**config.mk**
```make
export PLATFORM = sky130hd
export DESIGN_NAME = eb_switch_alloc
export DESIGN_NICKNAME = d
export VERILOG_FILES = /design/src/rtl/eb_alloc_pkg.sv /design/src/rtl/eb_prio_pick.sv /design/src/rtl/eb_switch_alloc.sv
export SDC_FILE = /design/constraint.sdc
export NUM_CORES = 1
export LEC_CHECK = 0
export ABC_AREA = 1
export BUFFER_PORTS_ARGS = -buffer_cell sky130_fd_sc_hd__buf_4
export CAP_MARGIN = 30
export CORE_MARGIN = 2
export CORE_UTILIZATION = 48
export CTS_BUF_LIST = sky130_fd_sc_hd__clkbuf_8
export CTS_CLUSTER_SIZE = 24
export DETAILED_ROUTE_END_ITERATION = 16
export PLACE_DENSITY = 0.79
export SYNTH_ARGS = -nofsm -noshare
export SYNTH_HDL_FRONTEND = slang
export SYNTH_SLANG_ARGS = --single-unit
export TNS_END_PERCENT = 30
```
**constraint.sdc**
```tcl
create_clock -name clk -period 2 [get_ports clk]
set_clock_uncertainty 0.15 [all_clocks]
set_input_delay 0.2 -clock clk [delete_from_list [all_inputs] [get_ports clk]]
set_output_delay 0.2 -clock clk [all_outputs]
set_load 0.05 [all_outputs]
```
**src/rtl/eb_alloc_pkg.sv**
```systemverilog
package eb_alloc_pkg;

    localparam int N_IN   = 4;
    localparam int N_OUT  = 4;
    localparam int IDX_W  = $clog2(N_IN);
    localparam int KIND_W = 2;
    localparam int ORD_W  = N_IN * IDX_W;

    typedef enum logic [KIND_W-1:0] {
        FL_IDLE = 2'b00,
        FL_HEAD = 2'b01,
        FL_BODY = 2'b10,
        FL_TAIL = 2'b11
    } flit_kind_e;

    // Input ranking per output, slot k in bits [IDX_W*k +: IDX_W].
    // Inputs: W=0, N1=1, S1=2, INT=3.  Outputs: N1=0, E=1, S1=2, INT=3.
    localparam logic [N_OUT-1:0][ORD_W-1:0] PRIO_ORD = {
        8'h09,   // out INT: N1, S1, W
        8'h34,   // out S1 : W, N1, INT
        8'hD2,   // out E  : S1, W, N1, INT
        8'h32    // out N1 : S1, W, INT
    };

    function automatic int prio_len(input int o);
        return (o == 1) ? 4 : 3;
    endfunction

    typedef struct packed {
        logic [N_OUT-1:0]            vld;
        logic [N_OUT-1:0][IDX_W-1:0] idx;
    } lock_t;

endpackage

```
**src/rtl/eb_prio_pick.sv**
```systemverilog
module eb_prio_pick
    import eb_alloc_pkg::*;
#(
    parameter int                LEN   = 3,
    parameter logic [ORD_W-1:0]  ORDER = '0
) (
    input  logic [N_IN-1:0]  cand,
    output logic             hit,
    output logic [IDX_W-1:0] idx,
    output logic [N_IN-1:0]  sel
);

    always_comb begin
        hit = 1'b0;
        idx = '0;
        sel = '0;
        for (int k = 0; k < LEN; k++) begin
            if (!hit && cand[ORDER[IDX_W*k +: IDX_W]]) begin
                hit = 1'b1;
                idx = ORDER[IDX_W*k +: IDX_W];
                sel[ORDER[IDX_W*k +: IDX_W]] = 1'b1;
            end
        end
    end

endmodule

```
**src/rtl/eb_switch_alloc.sv**
```systemverilog
module eb_switch_alloc
    import eb_alloc_pkg::*;
(
    input  logic                   clk,
    input  logic                   rst_n,
    input  logic [N_IN-1:0]        in_vld,
    input  logic [N_IN*N_OUT-1:0]  in_route,
    input  logic [N_IN*KIND_W-1:0] in_kind,
    input  logic [N_OUT-1:0]       out_rdy,
    output logic [N_OUT*N_IN-1:0]  out_grant
);

    lock_t lock_q, lock_d;

    logic [N_IN-1:0]  busy;
    logic [N_IN-1:0]  head_ok;
    logic [N_IN-1:0]  tail_ok;
    logic [N_OUT-1:0] own_col [N_IN];
    logic [N_IN-1:0]  taken [N_OUT+1];
    logic [N_IN-1:0]  cand  [N_OUT];
    logic [N_IN-1:0]  sel   [N_OUT];
    logic [N_OUT-1:0] hit;
    logic [IDX_W-1:0] pick  [N_OUT];

    // input qualifiers and ownership view
    always_comb begin
        for (int i = 0; i < N_IN; i++) begin
            head_ok[i] = in_vld[i] && (in_kind[KIND_W*i +: KIND_W] == FL_HEAD);
            tail_ok[i] = in_vld[i] && (in_kind[KIND_W*i +: KIND_W] == FL_TAIL);
            for (int o = 0; o < N_OUT; o++) begin
                own_col[i][o] = lock_q.vld[o] && (lock_q.idx[o] == IDX_W'(i));
            end
            busy[i] = |own_col[i];
        end
    end

    assign taken[0] = '0;

    for (genvar o = 0; o < N_OUT; o++) begin : g_out
        always_comb begin
            for (int i = 0; i < N_IN; i++) begin
                cand[o][i] = head_ok[i] && in_route[N_OUT*i + o] && !busy[i]
                             && !taken[o][i] && out_rdy[o] && !lock_q.vld[o];
            end
        end

        eb_prio_pick #(
            .LEN   (prio_len(o)),
            .ORDER (PRIO_ORD[o])
        ) pick_i (
            .cand (cand[o]),
            .hit  (hit[o]),
            .idx  (pick[o]),
            .sel  (sel[o])
        );

        assign taken[o+1] = taken[o] | sel[o];

        AST_HOLD_UNTIL_TAIL: assert property (@(posedge clk) disable iff (!rst_n)
            (lock_q.vld[o] && !(tail_ok[lock_q.idx[o]] && out_rdy[o]))
            |=> (lock_q.vld[o] && $stable(lock_q.idx[o])));

        AST_RELEASE_ON_TAIL: assert property (@(posedge clk) disable iff (!rst_n)
            (lock_q.vld[o] && tail_ok[lock_q.idx[o]] && out_rdy[o])
            |=> !lock_q.vld[o]);

        AST_GRANT_NEEDS_READY: assert property (@(posedge clk) disable iff (!rst_n)
            $rose(lock_q.vld[o]) |-> $past(out_rdy[o]));
    end

    // next lock state
    always_comb begin
        lock_d = lock_q;
        for (int o = 0; o < N_OUT; o++) begin
            if (lock_q.vld[o]) begin
                if (tail_ok[lock_q.idx[o]] && out_rdy[o]) begin
                    lock_d.vld[o] = 1'b0;
                end
            end else if (hit[o]) begin
                lock_d.vld[o] = 1'b1;
                lock_d.idx[o] = pick[o];
            end
        end
    end

    always_ff @(posedge clk or negedge rst_n) begin
        if (!rst_n) begin
            lock_q <= '0;
        end else begin
            lock_q <= lock_d;
        end
    end

    always_comb begin
        for (int o = 0; o < N_OUT; o++) begin
            for (int i = 0; i < N_IN; i++) begin
                out_grant[N_IN*o + i] = own_col[i][o];
            end
        end
    end

    for (genvar i = 0; i < N_IN; i++) begin : g_in
        AST_ONE_OUTPUT_PER_INPUT: assert property (@(posedge clk) disable iff (!rst_n)
            $onehot0(own_col[i]));
    end

    AST_NO_UTURN_N1: assert property (@(posedge clk) disable iff (!rst_n)
        lock_q.vld[0] |-> (lock_q.idx[0] != IDX_W'(1)));

    AST_NO_UTURN_S1: assert property (@(posedge clk) disable iff (!rst_n)
        lock_q.vld[2] |-> (lock_q.idx[2] != IDX_W'(2)));

    AST_NO_UTURN_INT: assert property (@(posedge clk) disable iff (!rst_n)
        lock_q.vld[3] |-> (lock_q.idx[3] != IDX_W'(3)));

endmodule

```
==> implementation parameters, run 1 <==
Parameter                              Value

Drt
  Wire length per cell after detailed routing    12.7 um
  Remaining design rule violation count    0
  Wire length after detailed routing    3450 um
  First-pass iteration count of the detailed router    4
  Number of vias per cell after detailed routing    between 5 and 6
  Number of vias in the routed layout    between 1000 and 1500
  Antenna viol nets, final    0
  Detailed Route Iter0 Violations    between 50 and 60

Yosys
  Avg Cell Area, Syn    6.56 um^2
  Synth Register Bits    12
  Sequential area share after synthesis    0.240
  Net count of the mapped netlist    225
  Area share of the largest cell type after synthesis    0.240
  Number of distinct library cells after synthesis    25
  Most area-hungry cell type in the Yosys netlist    sky130_fd_sc_hd__dfrtp_1
  Warning count from the yosys run    0
  Post-synthesis instance total    191
  Netlist area before placement    1250 um^2
  Leading cell types by total area after synthesis    sky130_fd_sc_hd__dfrtp_1 24%, sky130_fd_sc_hd__nand3_1 12%, sky130_fd_sc_hd__inv_1 11%, sky130_fd_sc_hd__nand2_1 9.3%, sky130_fd_sc_hd__nand3_2 8.0%

Critical path
  Required arrival time at the worst endpoint    roughly 2.0 ns
  Crit-path slowest cell    sky130_fd_sc_hd__dfrtp_1
  Crit path max fanout    6
  Crit. End Element    register
  Ordered cell list for the critical path    inv_2, nand2_1, nor2_1, nand3_1, inv_2, nand2_4, nand3_2, nand3_2, nand2_1, nand3_2, nand4_1, nand2_1
  Critical path start-end classification    register to register
  Worst r2r src    lock_q[9]$_DFF_PN0_
  CP Depth    12
  Start point of the critical path    lock_q[9]$_DFF_PN0_
  Cell family contributing the most delay on the critical path    simple AND/OR/NAND/NOR gates
  Data arrival time of the worst path    between 1.5 and 2 ns
  Cells on worst reg2reg path    12
  Slowest stage delay, CP    approximately 0.46 ns
  Number of buffer and inverter stages on the critical path    2
  Startpoint kind of the worst setup timing path    register

Clock tree
  Clk Latency, worst-skew pair    between 0.2 and 0.25 ns
  Cts bufs inserted    3
  Cell chosen for the clock root    sky130_fd_sc_hd__clkbuf_8
  Total number of H-tree levels    1
  TritonCTS clock tree    yes
  CTS sink cnt    12
  Maximum count of clock buffers along a single path    2
  Buffer count from post-CTS setup fixing    0
  Clock slew seen by the registers of the worst setup and hold paths    about 0.06 ns

Run
  Max Cap Violations    0

Final layout
  Leading registers by flop count    lock_q x12
  Net count, final    278
  Flip-flop count of the largest register, all copies and words added    12
  Register containing the most flip-flops in the final layout    lock_q
  Filler-free cell count of the finished design    between 200 and 300
  Layout cells sized above 1    0.360
  Most frequent cells in the layout    47 x sky130_fd_sc_hd__buf_4, 38 x sky130_fd_sc_hd__inv_1, 31 x sky130_fd_sc_hd__nand2_1
  Leading cell type in the layout, fill and taps excluded    sky130_fd_sc_hd__buf_4
  Number of diodes    0
  Number of fill cells    235
  Area growth from synthesis to layout    35.9%

Timing
  Final clock period utilization by the worst path    0.912
  Achievable frequency    0.548 GHz
  Fin Setup TNS    0 ns
  Final number of setup-violating endpoints    0
  Unrepaired setup endpoints after global routing    no
  Minimum period implied by the final worst setup slack    1.82 ns
  Worst-margin pin slew    0.324 ns
  Max transition margin    0.782
  Count of pins over their slew limit    0
  Final Hold Violating Endpoints    0

Global route
  Initial antenna violation count    0
  All-layer global routing usage    0.254
  Leftover overflow at the end of global routing    0
  Largest net degree at the start of global routing    13
  Vias in the first global route    1280
  Wire length of the first global-routing pass    5420 um

Power and ir drop
  Clk network pwr share    0.112
  Sequential share of power    0.277
  Power per unit of standard cell area    1180 nW/um^2
  Switching Power    1100 uW
  Cell-internal power    906 uW
  Leak    between 0.001 and 0.0015 uW
  Largest vdd supply drop    0.846 mV
  Fraction of power spent switching nets    0.549
  Combinational share of power    0.611

Floorplan
  Height of the chip    55.1 um
  Die Outline Area    3040 um^2
  Placeable Area    2480 um^2
  Initial Util    0.506
  Die W    around 55 um
  Floorplan row count    18
  Ports    50

Worst hold path
  Worst Hold Depth    4
  Launch point of the worst hold path    out_rdy[3]
  Path category of the worst min-delay check    primary input to register

Run status
  Run status    finished, final reports clean

Placement
  RePlAce Congestion    0.867
  Placed wire-length estimate after detailed placement    ~2800 um
  Placed cell count    268
  Port-buffer cells    between 40 and 50
==> tightest hold or removal path, cell delays in order <==
cell	delay, ns
sky130_fd_sc_hd__buf_4	0.12
sky130_fd_sc_hd__o31ai_1	0.05
sky130_fd_sc_hd__o21ai_0	0.07
sky130_fd_sc_hd__nand4_1	0.09
==> per-stage QoR <==
step / utilization / setup slack [ns] / hold WS [ns] / total power (uW) / instance area (um^2)
2_1_floorplan: - / 0.144 / -0.246 / 1460 / 1260
3_3_place_gp: 0.666 / 0.184 / -0.0964 / 1770 / 1650
3_5_place_dp: 0.666 / 0.169 / -0.0941 / 1780 / 1650
4_1_cts: 0.687 / 0.159 / 0.170 / 2010 / 1700
5_1_grt: 0.688 / 0.0188 / 0.198 / 2160 / 1700
6_report: 0.688 / 0.175 / 0.173 / 2010 / 1700
==> cell type report <==
cell class | count | area [um^2] | share of cell area
Clock buffer | 3 | 41.3 | 0.0242
Inverter | 47 | 176 | 0.104
Multi-Input combinational cell | 132 | 786 | 0.461
Sequential cell | 12 | 300 | 0.176
Tap cell | 30 | 37.5 | 0.0220
Timing Repair Buffer | 48 | 363 | 0.213
==> cells in the mapped netlist <==
| library cell | number |
|---|---|
| sky130_fd_sc_hd__a31oi_1 | 1 |
| sky130_fd_sc_hd__inv_2 | 9 |
| sky130_fd_sc_hd__nand3_4 | 2 |
| sky130_fd_sc_hd__o21ai_0 | 4 |
| sky130_fd_sc_hd__a21boi_0 | 1 |
| sky130_fd_sc_hd__a311oi_1 | 2 |
| sky130_fd_sc_hd__nor2_8 | 1 |
| sky130_fd_sc_hd__nand3_2 | 10 |
| sky130_fd_sc_hd__a21oi_2 | 1 |
| sky130_fd_sc_hd__nand3_1 | 30 |
| sky130_fd_sc_hd__nand2_4 | 4 |
| sky130_fd_sc_hd__nor2_1 | 13 |
| sky130_fd_sc_hd__nand2_2 | 5 |
| sky130_fd_sc_hd__a21oi_1 | 4 |
| sky130_fd_sc_hd__o21ai_1 | 1 |
| sky130_fd_sc_hd__nor3_2 | 1 |
| sky130_fd_sc_hd__nor2_2 | 2 |
| sky130_fd_sc_hd__nand4_1 | 9 |
| sky130_fd_sc_hd__dfrtp_1 | 12 |
| sky130_fd_sc_hd__o31ai_1 | 3 |
| sky130_fd_sc_hd__a21boi_1 | 1 |
| sky130_fd_sc_hd__nor3_1 | 5 |
| sky130_fd_sc_hd__nor2_4 | 1 |
| sky130_fd_sc_hd__nand2_1 | 31 |
| sky130_fd_sc_hd__inv_1 | 38 |
==> metal layers <==
layer	share of wire	global-route usage	vias up
met5	0	0	-
met4	0.018	0.106	0
met3	0.070	0.0430	7
met2	0.49	0.425	49
met1	0.42	0.323	648
li1	-	-	731
==> power groups by stage <==
stage | Combinational, uW | Clock [uW] | Sequential [uW]
2_1_floorplan | 943 | 0 | 520
3_3_place_gp | 1210 | 0 | 555
3_5_place_dp | 1220 | 0 | 556
4_1_cts | 1230 | 229 | 552
5_1_grt | 1340 | 243 | 582
6_report | 1230 | 225 | 557
==> repair_timing <==
| action | in CTS | in global routing |
|---|---|---|
| hold buffers | 1 | 0 |
| hold endpoints to repair | 12 | 0 |
| setup endpoints to repair | 0 | 3 |
| resized for setup | 0 | 1 |
==> final timing paths <==
check | end | slack (ns)
setup / recovery | lock_q[6]$_DFFE_PN0P_ | 0.18
hold / removal | lock_q[11]$_DFF_PN0_ | 0.17
setup reg to reg | lock_q[6]$_DFFE_PN0P_ | 0.18
hold reg to reg | lock_q[0]$_DFFE_PN0P_ | 0.46
max in group asynchronous | lock_q[10]$_DFF_PN0_ | 1.34
min in group asynchronous | lock_q[8]$_DFF_PN0_ | 0.19
==> cells by family (layout without fill, tap and decap cells) <==
logic type	Yosys count	after routing	synth area share
AND/OR/NAND/NOR	114	114	0.528
buffers and inverters	47	98	0.141
AO/OA/AOI/OAI	18	18	0.0918
flip-flops	12	12	0.240
Power figures use the tool's default switching activity.
==> inputs of run 2 (changes only) <==
--- a/config.mk
+++ b/config.mk
@@ -5,7 +5,7 @@
 export SDC_FILE = /design/constraint.sdc
 export NUM_CORES = 1
 export LEC_CHECK = 0
-export ABC_AREA = 1
+export ABC_AREA = 0
 export BUFFER_PORTS_ARGS = -buffer_cell sky130_fd_sc_hd__buf_4
 export CAP_MARGIN = 30
 export CORE_MARGIN = 2
@@ -13,7 +13,7 @@
 export CTS_BUF_LIST = sky130_fd_sc_hd__clkbuf_8
 export CTS_CLUSTER_SIZE = 24
 export DETAILED_ROUTE_END_ITERATION = 16
-export PLACE_DENSITY = 0.79
+export PLACE_DENSITY = 0.82
 export SYNTH_ARGS = -nofsm -noshare
 export SYNTH_HDL_FRONTEND = slang
 export SYNTH_SLANG_ARGS = --single-unit
==> run 2 against run 1 <==
  * The flow now finishes with violations (setup timing)
  * Sequential power shrank 9.5%
  * Synthesized area fell by 15%
  * Final cell count shrank 5.1%
  * Flip-flop and latch count unchanged
  * Core utilization up 26 points
  * Wire length is 100% higher
  * Combinational power up 64%
  * Sequential share of layout area down 2.7 points
  * First-iteration DRC count rose to 3.3 times the previous value
  * Via count grew 34%
  * Worst hold slack worse by 0.020 ns
  * Count of clock-buffer cells in the layout is the same
==> implementation parameters, run 2 <==
Parameter                              Value

Run status
  Run status    complete, but fails checks
  Violations in the final reports    setup timing

Critical path
  Slowest stage delay, CP    0.40 ns (-0.06 ns)
  Cell family contributing the most delay on the critical path    simple AND/OR/NAND/NOR gates
  Ordered cell list for the critical path    and3b_4, nor4_4, buf_4, buf_4, nand4_1, a31oi_2, o2111ai_2, a21oi_1
  Most prevalent standard cell on the critical path    sky130_fd_sc_hd__buf_4
  Startpoint kind of the worst setup timing path    register
  Reg2Reg Setup Slack    -0.41 ns (-0.58 ns)
  Critical path start-end classification    register to register
  Crit-path slowest cell    sky130_fd_sc_hd__dfrtp_1
  Data arrival time of the worst path    2.42 ns (+0.61 ns)
  Number of buffer and inverter stages on the critical path    2 (unchanged)
  Crit. End Element    register
  Required arrival time at the worst endpoint    2.01 ns (+0.02 ns)
  Crit path max fanout    5 (-1)

Clock tree
  CTS sink cnt    12 (unchanged)
  TritonCTS clock tree    yes
  Cell chosen for the clock root    sky130_fd_sc_hd__clkbuf_8
  Clock slew seen by the registers of the worst setup and hold paths    0.06 ns (about the same)
  Maximum count of clock buffers along a single path    2 (unchanged)
  Cts bufs inserted    3 (unchanged)
  Clk Latency, worst-skew pair    0.25 ns (about the same)
  Total number of H-tree levels    1 (unchanged)

Timing
  Final worst hold slack    0.154 ns (-0.0196 ns)
  Minimum period implied by the final worst setup slack    2.41 ns (+0.581 ns)
  Setup slack after layout    -0.406 ns (-0.581 ns)
  Final clock period utilization by the worst path    1.20 (+0.290)
  Unrepaired setup endpoints after global routing    yes
  Final number of setup-violating endpoints    12 (+12)
  Worst-margin pin slew    0.456 ns (+0.131 ns)
  Final Hold Violating Endpoints    0 (unchanged)
  Achievable frequency    0.416 GHz (-24%)
  Max transition margin    0.696 (-0.0866)
  Count of pins over their slew limit    0 (unchanged)

Yosys
  Most area-hungry cell type in the Yosys netlist    sky130_fd_sc_hd__dfrtp_1
  Number of distinct library cells after synthesis    33 (+32%)
  Post-synth EDFFs    0 (unchanged)
  Post-synthesis instance total    134 (-30%)
  Sequential area share after synthesis    0.283 (+0.0435)
  Area share of the largest cell type after synthesis    0.283 (+0.0435)
  Count leader, synth    sky130_fd_sc_hd__nand2_1
  Warning count from the yosys run    0 (unchanged)
  Share of flip-flops with an asynchronous set or reset    1.00 (unchanged)
  Synth Register Bits    12 (unchanged)
  Netlist area before placement    1060 um^2 (-15%)
  Avg Cell Area, Syn    7.92 um^2 (+21%)
  Net count of the mapped netlist    168 (-25%)
  Most frequent cells after synthesis    27 x sky130_fd_sc_hd__nand2_1, 12 x sky130_fd_sc_hd__dfrtp_1, 9 x sky130_fd_sc_hd__nor2_1
  Post-synth top flop    sky130_fd_sc_hd__dfrtp_1
  Leading cell types by total area after synthesis    sky130_fd_sc_hd__dfrtp_1 28%, sky130_fd_sc_hd__nand2_1 9.6%, sky130_fd_sc_hd__and3b_1 5.8%, sky130_fd_sc_hd__o211ai_1 5.7%, sky130_fd_sc_hd__and3_1 4.1%

Floorplan
  Initial Util    0.494 (-0.0122)
  Floorplan row count    17 (-1)
  Placeable Area    2150 um^2 (-13%)
  Ports    50 (unchanged)
  Height of the chip    51.0 um (-7.4%)
  Die Outline Area    2600 um^2 (-14%)
  Die W    51.0 um (-7.4%)

Drt
  Wire length per cell after detailed routing    26.8 um (+110%)
  Number of vias per cell after detailed routing    7.44 (+41%)
  Remaining design rule violation count    0 (unchanged)
  Detailed Route Iter0 Violations    193 (+230%)
  First-pass iteration count of the detailed router    7 (+3)
  Antenna viol nets, final    0 (unchanged)
  Wire length after detailed routing    6920 um (+100%)
  Number of vias in the routed layout    1919 (+34%)

Final layout
  Register containing the most flip-flops in the final layout    lock_q
  Leading registers by flop count    lock_q x12
  Leading cell type in the layout, fill and taps excluded    sky130_fd_sc_hd__buf_4
  Net count, final    266 (-4.3%)
  Layout cells sized above 1    0.561 (+0.201)
  Most frequent cells in the layout    91 x sky130_fd_sc_hd__buf_4, 25 x sky130_fd_sc_hd__nand2_1, 10 x sky130_fd_sc_hd__dfrtp_1
  Flip-flop count of the largest register, all copies and words added    12 (unchanged)
  Area growth from synthesis to layout    91.5%
  Finished layout cell area    2030 um^2 (+19%)
  Number of diodes    0 (unchanged)

Placement
  Instance area after placement    1830 um^2 (+11%)
  Placed wire-length estimate after detailed placement    3480 um (+24%)
  Port-buffer cells    46 (unchanged)
  RePlAce Congestion    0.900 (+3.8%)

Power and ir drop
  Switching Power    1390 uW (+26%)
  Leak    0.00101 uW (+0.82%)
  Sequential share of power    0.182 (-0.095)
  Largest vdd supply drop    1.43 mV (+69%)
  Clk network pwr share    0.087 (-0.025)
  Combinational share of power    0.731 (+0.120)
  Power per unit of standard cell area    1360 nW/um^2 (+15%)
  Fraction of power spent switching nets    0.501 (-0.0481)
  Total power of the final layout    2770 uW (+38%)
  Cell-internal power    1380 uW (+52%)

Worst hold path
  Path category of the worst min-delay check    primary input to register

Global route
  Initial antenna violation count    0 (unchanged)
  Largest net degree at the start of global routing    13 (unchanged)
  Wire length of the first global-routing pass    7910 um (+46%)
  Leftover overflow at the end of global routing    0 (unchanged)
  Vias in the first global route    1650 (+29%)
  All-layer global routing usage    0.418 (+0.164)

Run
  Max Cap Violations    0 (unchanged)
-- run 2: changes by cell type in the layout (fill, tap and decap cells not counted), moves of 5 or more --
| cell | before | now |
|---|---|---|
| sky130_fd_sc_hd__buf_4 | 47 | 91 |
| sky130_fd_sc_hd__inv_1 | 38 | 1 |
| sky130_fd_sc_hd__nand3_1 | 30 | 5 |
| sky130_fd_sc_hd__nand3_2 | 10 | 0 |
| sky130_fd_sc_hd__inv_2 | 9 | 0 |
| sky130_fd_sc_hd__o211ai_1 | 0 | 8 |
| sky130_fd_sc_hd__and3_1 | 0 | 7 |
| sky130_fd_sc_hd__nand2_1 | 31 | 25 |
| sky130_fd_sc_hd__and3b_2 | 0 | 5 |
| sky130_fd_sc_hd__buf_6 | 0 | 5 |
-- run 2: final cells by class --
| class | count | area [um^2] |
|---|---|---|
| repair buffers | 97 | 749 |
| clock buffers | 3 | 41.3 |
| multi-input cells | 117 | 900 |
| inverters | 1 | 3.75 |
| well taps | 28 | 35.0 |
| fillers | 56 | 116 |
| flip-flops and latches | 12 | 303 |
-- run 2: power groups by stage --
stage	clock network, uW	registers [uW]	logic (uW)
CTS	229	471	1720
global route	254	510	2050
global placement	0	458	1580
detailed placement	0	466	1630
finish	240	504	2020
floorplan	0	470	934
-- run 2: logic make-up (layout without fill, tap and decap cells) --
group,Yosys count,in the layout,synth area share
buf+inv,5,101,0.0318
simple gates,83,83,0.452
flops,12,12,0.283
compound gates,34,34,0.233
-- run 2: worst min-delay path: stages --
cell	delay [ns]
sky130_fd_sc_hd__buf_4	0.12
sky130_fd_sc_hd__o211ai_1	0.08
sky130_fd_sc_hd__a211o_1	0.13
-- run 2: per-stage QoR --
| stage | util | worst slack [ns] | setup TNS, ns | instances |
|---|---|---|---|---|
| 2_1_floorplan | - | -0.308 | -1.66 | 134 |
| 3_5_place_dp | 0.850 | -0.309 | -2.06 | 247 |
| 5_1_grt | 0.946 | -0.456 | -3.79 | 258 |
| 4_1_cts | 0.901 | -0.224 | -1.34 | 253 |
| 3_3_place_gp | 0.850 | -0.267 | -1.83 | 247 |
| 6_report | 0.946 | -0.406 | -3.44 | 258 |
-- run 2: per-layer routing --
layer / track usage / wire length (um) / vias up
li1: - / - / 710
met1: 0.440 / 2140 / 822
met2: 0.738 / 2850 / 264
met3: 0.0848 / 1040 / 123
met4: 0.293 / 882 / 0
met5: 0 / 0 / -
-- run 2: worst paths after layout --
check                                           start  cells past startpoint                    end
worst max register to register    lock_q[8]$_DFF_PN0_                      8  lock_q[4]$_DFFE_PN0P_
worst min register to register  lock_q[6]$_DFFE_PN0P_                      1  lock_q[6]$_DFFE_PN0P_
worst max-delay path              lock_q[8]$_DFF_PN0_                      8  lock_q[4]$_DFFE_PN0P_
worst min-delay path                       out_rdy[1]                      3    lock_q[9]$_DFF_PN0_
min in group asynchronous                       rst_n                      2  lock_q[1]$_DFFE_PN0P_
max in group asynchronous                       rst_n                      2  lock_q[4]$_DFFE_PN0P_
-- run 2: timing repair --
item / CTS / global route
gates resized for setup: 8 / 15
hold buffers: 1 / 0
endpoints found under the hold margin: 12 / 0
buffers inserted: 2 / 5
setup endpoints to repair: 9 / 11
pin swaps: 5 / 9
==> inputs of run 3 (changes only) <==
--- a/config.mk
+++ b/config.mk
@@ -13,7 +13,7 @@
 export CTS_BUF_LIST = sky130_fd_sc_hd__clkbuf_8
 export CTS_CLUSTER_SIZE = 24
 export DETAILED_ROUTE_END_ITERATION = 16
-export PLACE_DENSITY = 0.82
+export PLACE_DENSITY_LB_ADDON = 0.15
 export SYNTH_ARGS = -nofsm -noshare
 export SYNTH_HDL_FRONTEND = slang
 export SYNTH_SLANG_ARGS = --single-unit
==> run 3 against run 2 <==
  * The flow now stops in global routing
  * Synthesized area unchanged
  * Synthesized cell count unchanged
==> implementation parameters, run 3 <==
Parameter                              Value

Run status
  Run status    did not finish
  Last stage reached    global routing
  Error that stopped the run    [ERROR GRT-0232] Routing congestion too high. Check the congestion heatmap in the GUI.

Yosys
  Most area-hungry cell type in the Yosys netlist    sky130_fd_sc_hd__dfrtp_1
  Post-synthesis instance total    134 (unchanged)
  Post-synth top flop    sky130_fd_sc_hd__dfrtp_1
  Avg Cell Area, Syn    7.92 um^2 (unchanged)
  Most frequent cells after synthesis    27 x sky130_fd_sc_hd__nand2_1, 12 x sky130_fd_sc_hd__dfrtp_1, 9 x sky130_fd_sc_hd__nor2_1
  Number of distinct library cells after synthesis    33 (unchanged)
  Area share of the largest cell type after synthesis    0.283 (unchanged)
  Sequential area share after synthesis    0.283 (unchanged)
  Synth Register Bits    12 (unchanged)
  Count leader, synth    sky130_fd_sc_hd__nand2_1
  Netlist area before placement    1060 um^2 (unchanged)
  Post-synth EDFFs    0 (unchanged)
  Net count of the mapped netlist    168 (unchanged)
  Leading cell types by total area after synthesis    sky130_fd_sc_hd__dfrtp_1 28%, sky130_fd_sc_hd__nand2_1 9.6%, sky130_fd_sc_hd__and3b_1 5.8%, sky130_fd_sc_hd__o211ai_1 5.7%, sky130_fd_sc_hd__and3_1 4.1%
  Warning count from the yosys run    0 (unchanged)
  Share of flip-flops with an asynchronous set or reset    1.00 (unchanged)

Global route
  All-layer global routing usage    0.716
  Leftover overflow at the end of global routing    44
  Largest net degree at the start of global routing    13

Clock tree
  Cts bufs inserted    3 (unchanged)
  Cell chosen for the clock root    sky130_fd_sc_hd__clkbuf_8
  Total number of H-tree levels    1 (unchanged)
  Maximum count of clock buffers along a single path    2 (unchanged)
  CTS sink cnt    12 (unchanged)

Placement
  Placed wire-length estimate after detailed placement    3500 um (+0.57%)
  Placed cell count    250 (+1.2%)
  Port-buffer cells    46 (unchanged)
  RePlAce Congestion    0.994 (+10%)

Floorplan
  Die W    51.0 um (unchanged)
  Ports    50 (unchanged)
  Floorplan row count    17 (unchanged)
  Height of the chip    51.0 um (unchanged)
  Initial Util    0.494 (unchanged)

Timing
  Worst endpoint type    sequential cell input
  Final worst endpoint reported by repair_timing after global routing    lock_q[6]$_DFFE_PN0P_/D
-- run 3: logic make-up after synthesis --
kind of cell / Yosys count / synth area share
buf+inv: 5 / 0.0318
compound gates: 34 / 0.233
simple gates: 83 / 0.452
flops: 12 / 0.283
-- run 3: routing by layer --
layer / global-route usage / GRT overflow
met1: 0.685 / 0
met2: 0.946 / 15
met3: 0.412 / 0
met4: 0.919 / 29
met5: 0 / 0
-- run 3: repair_timing --
item,CTS
buffers inserted,5
setup endpoints to repair,9
gates cloned,0
pin swaps,10
gates resized for setup,8
hold buffers,1
hold endpoints to repair,12
-- run 3: metrics by stage --
| stage | util | setup WS, ns | hold slack [ns] | instance area, um^2 | TNS [ns] |
|---|---|---|---|---|---|
| floorplan | - | -0.308 | -0.246 | 1160 | -1.66 |
| CTS | 0.924 | -0.203 | 0.124 | 1980 | -1.36 |
| detailed placement | 0.860 | -0.224 | -0.0981 | 1850 | -1.59 |
| global placement | 0.860 | -0.175 | -0.100 | 1850 | -1.22 |
==> inputs of run 4 (changes only) <==
--- a/config.mk
+++ b/config.mk
@@ -8,11 +8,9 @@
 export ABC_AREA = 0
 export BUFFER_PORTS_ARGS = -buffer_cell sky130_fd_sc_hd__buf_4
 export CAP_MARGIN = 30
-export CORE_MARGIN = 2
-export CORE_UTILIZATION = 48
-export CTS_BUF_LIST = sky130_fd_sc_hd__clkbuf_8
-export CTS_CLUSTER_SIZE = 24
+export CORE_AREA = 2 2 63 65
 export DETAILED_ROUTE_END_ITERATION = 16
+export DIE_AREA = 0 0 65 67
 export PLACE_DENSITY_LB_ADDON = 0.15
 export SYNTH_ARGS = -nofsm -noshare
 export SYNTH_HDL_FRONTEND = slang
==> run 4 against run 3 <==
  * The flow now finishes, with violations (setup timing)
==> implementation parameters, run 4 (same netlist as run 2, synthesis figures left out) <==
Parameter                              Value

Worst hold path
  Worst hold endpoint    lock_q[4]$_DFFE_PN0P_
  Launch point of the worst hold path    in_route[14]
  Path category of the worst min-delay check    primary input to register
  Worst Hold Depth    3

Timing
  Worst-margin pin slew    0.413 ns
  Final number of setup-violating endpoints    10
  Count of pins over their slew limit    0
  Max transition margin    0.724
  Final Hold Violating Endpoints    0
  Unrepaired setup endpoints after global routing    yes
  Achievable frequency    between 0.4 and 0.5 GHz
  Minimum period implied by the final worst setup slack    2.23 ns
  Final clock period utilization by the worst path    1.11
  Setup slack after layout    -0.230 ns

Final layout
  Number of fill cells    334
  Combined flip-flop and latch cell area    303 um^2
  Net count, final    282
  Register containing the most flip-flops in the final layout    lock_q
  Area growth from synthesis to layout    104%
  Number of diodes    0
  Leading registers by flop count    lock_q x12
  Multi-input combinational cell area    886 um^2
  Most frequent cells in the layout    108 x sky130_fd_sc_hd__buf_4, 27 x sky130_fd_sc_hd__nand2_1, 10 x sky130_fd_sc_hd__dfrtp_1
  Leading cell type in the layout, fill and taps excluded    sky130_fd_sc_hd__buf_4
  Layout cells sized above 1    0.561
  Flip-flop count of the largest register, all copies and words added    12

Critical path
  Crit-path slowest cell    sky130_fd_sc_hd__dfrtp_1
  Ordered cell list for the critical path    and3b_4, nor4_4, buf_4, a31oi_4, buf_4, o311ai_4, o2111ai_4, a21oi_2
  Most prevalent standard cell on the critical path    sky130_fd_sc_hd__buf_4
  Crit Reg-Reg Endpoint    lock_q[4]$_DFFE_PN0P_
  Cells on worst reg2reg path    8
  Crit. End Element    register
  Slowest stage delay, CP    between 0.4 and 0.5 ns
  Data arrival time of the worst path    2.25 ns
  Reg2Reg Setup Slack    -0.23 ns
  Required arrival time at the worst endpoint    2.02 ns
  Worst r2r src    lock_q[9]$_DFF_PN0_
  Startpoint kind of the worst setup timing path    register
  Crit path max fanout    5
  Critical path start-end classification    register to register

Run status
  Violations in the final reports    setup timing
  Run status    complete, but fails checks

Drt
  Number of vias in the routed layout    ~1500
  Wire length per cell after detailed routing    15.7 um
  Remaining design rule violation count    0
  Antenna viol nets, final    0
  Wire length after detailed routing    4600 um
  First-pass iteration count of the detailed router    4
  Number of vias per cell after detailed routing    5.22
  Detailed Route Iter0 Violations    87

Global route
  Largest net degree at the start of global routing    13
  All-layer global routing usage    0.223
  Vias in the first global route    roughly 1600
  Initial antenna violation count    0
  Leftover overflow at the end of global routing    0
  Wire length of the first global-routing pass    7270 um

Floorplan
  Initial Util    0.294 (-0.200)
  Floorplan row count    22 (+5)
  Die W    65 um (+27%)
  Die Outline Area    4360 um^2
  Ports    50 (unchanged)
  Placeable Area    around 3600 um^2
  Height of the chip    67 um (+31%)

Clock tree
  Clock slew seen by the registers of the worst setup and hold paths    0.06 ns
  Cell chosen for the clock root    sky130_fd_sc_hd__clkbuf_8
  Total number of H-tree levels    1 (unchanged)
  Cts bufs inserted    3 (unchanged)
  Maximum count of clock buffers along a single path    2 (unchanged)
  TritonCTS clock tree    yes
  Clk Latency, worst-skew pair    ~0.24 ns
  CTS sink cnt    12 (unchanged)

Placement
  Worst setup slack before clock tree synthesis    -0.274 ns (-0.0496 ns)
  Placed wire-length estimate after detailed placement    3680 um (+5.2%)
  Port-buffer cells    46 (unchanged)
  RePlAce Congestion    0.960 (-3.5%)

Power and ir drop
  Largest vdd supply drop    0.568 mV
  Total power of the final layout    between 2000 and 3000 uW
  Power per unit of standard cell area    1240 nW/um^2
  Leak    0.00109 uW

Run
  Max Cap Violations    0
-- run 4: routing by layer --
metal / routed length, um / part of all wire / GRT usage
met1: 1790 / 0.39 / 0.248
met2: 2410 / 0.52 / 0.412
met3: 295 / 0.064 / 0.0389
met4: 100 / 0.022 / 0.101
met5: 0 / 0 / 0
-- run 4: power breakdown --
part | leakage, uW | switching, uW | total [uW] | internal (uW)
combinational | 0.000925 | 954 | 1970 | 1020
clock | 0.0000216 | 89.3 | 222 | 133
sequential | 0.000140 | 130 | 489 | 359
total | 0.00109 | 1170 | 2680 | 1510
-- run 4: cell type report --
cell class | count | share of cell area
flip-flops and latches | 12 | 0.140
well taps | 48 | 0.0277
clock buffers | 3 | 0.0190
repair buffers | 113 | 0.403
inverters | 1 | 0.00173
multi-input cells | 117 | 0.409
-- run 4: how the worst max path moves through the flow --
stage	slack [ns]	depth (start not counted)	startpoint	endpoint
finish	-0.23	8	lock_q[9]$_DFF_PN0_	lock_q[4]$_DFFE_PN0P_
global route	-0.34	8	lock_q[9]$_DFF_PN0_	lock_q[7]$_DFFE_PN0P_
CTS	-0.17	7	lock_q[11]$_DFF_PN0_	lock_q[4]$_DFFE_PN0P_
detailed placement	-0.27	7	lock_q[8]$_DFF_PN0_	lock_q[7]$_DFFE_PN0P_
global placement	-0.22	6	lock_q[5]$_DFFE_PN0P_	lock_q[6]$_DFFE_PN0P_
floorplan	-0.31	7	lock_q[0]$_DFFE_PN0P_	lock_q[6]$_DFFE_PN0P_
-- run 4: stage by stage --
step	util	std cells	TNS, ns	hold slack, ns	area (um^2)
4_1_cts	0.587	292	-1.21	0.123	2120
5_1_grt	0.601	294	-2.63	0.111	2170
6_report	0.601	294	-1.73	0.105	2170
3_5_place_dp	0.526	273	-1.71	-0.0938	1900
3_3_place_gp	0.526	273	-1.26	-0.0966	1900
2_1_floorplan	-	134	-1.66	-0.246	1160
-- run 4: worst max-delay path: cells and delay by family (launching register included) --
| family | cells | cell delay [ns] |
|---|---|---|
| AOI/OAI and AO/OA | 4 | 0.76 |
| buffers and inverters | 2 | 0.36 |
| DFF | 1 | 0.41 |
| and+or+nand+nor | 2 | 0.48 |
-- run 4: what timing repair did --
| item | 4_1_cts | 5_1_grt |
|---|---|---|
| gates resized for setup | 9 | 5 |
| buffers inserted | 15 | 2 |
| hold buffers | 1 | 0 |
| endpoints found under the hold margin | 12 | 0 |
| pin swaps | 13 | 10 |
| setup endpoints to repair | 9 | 10 |
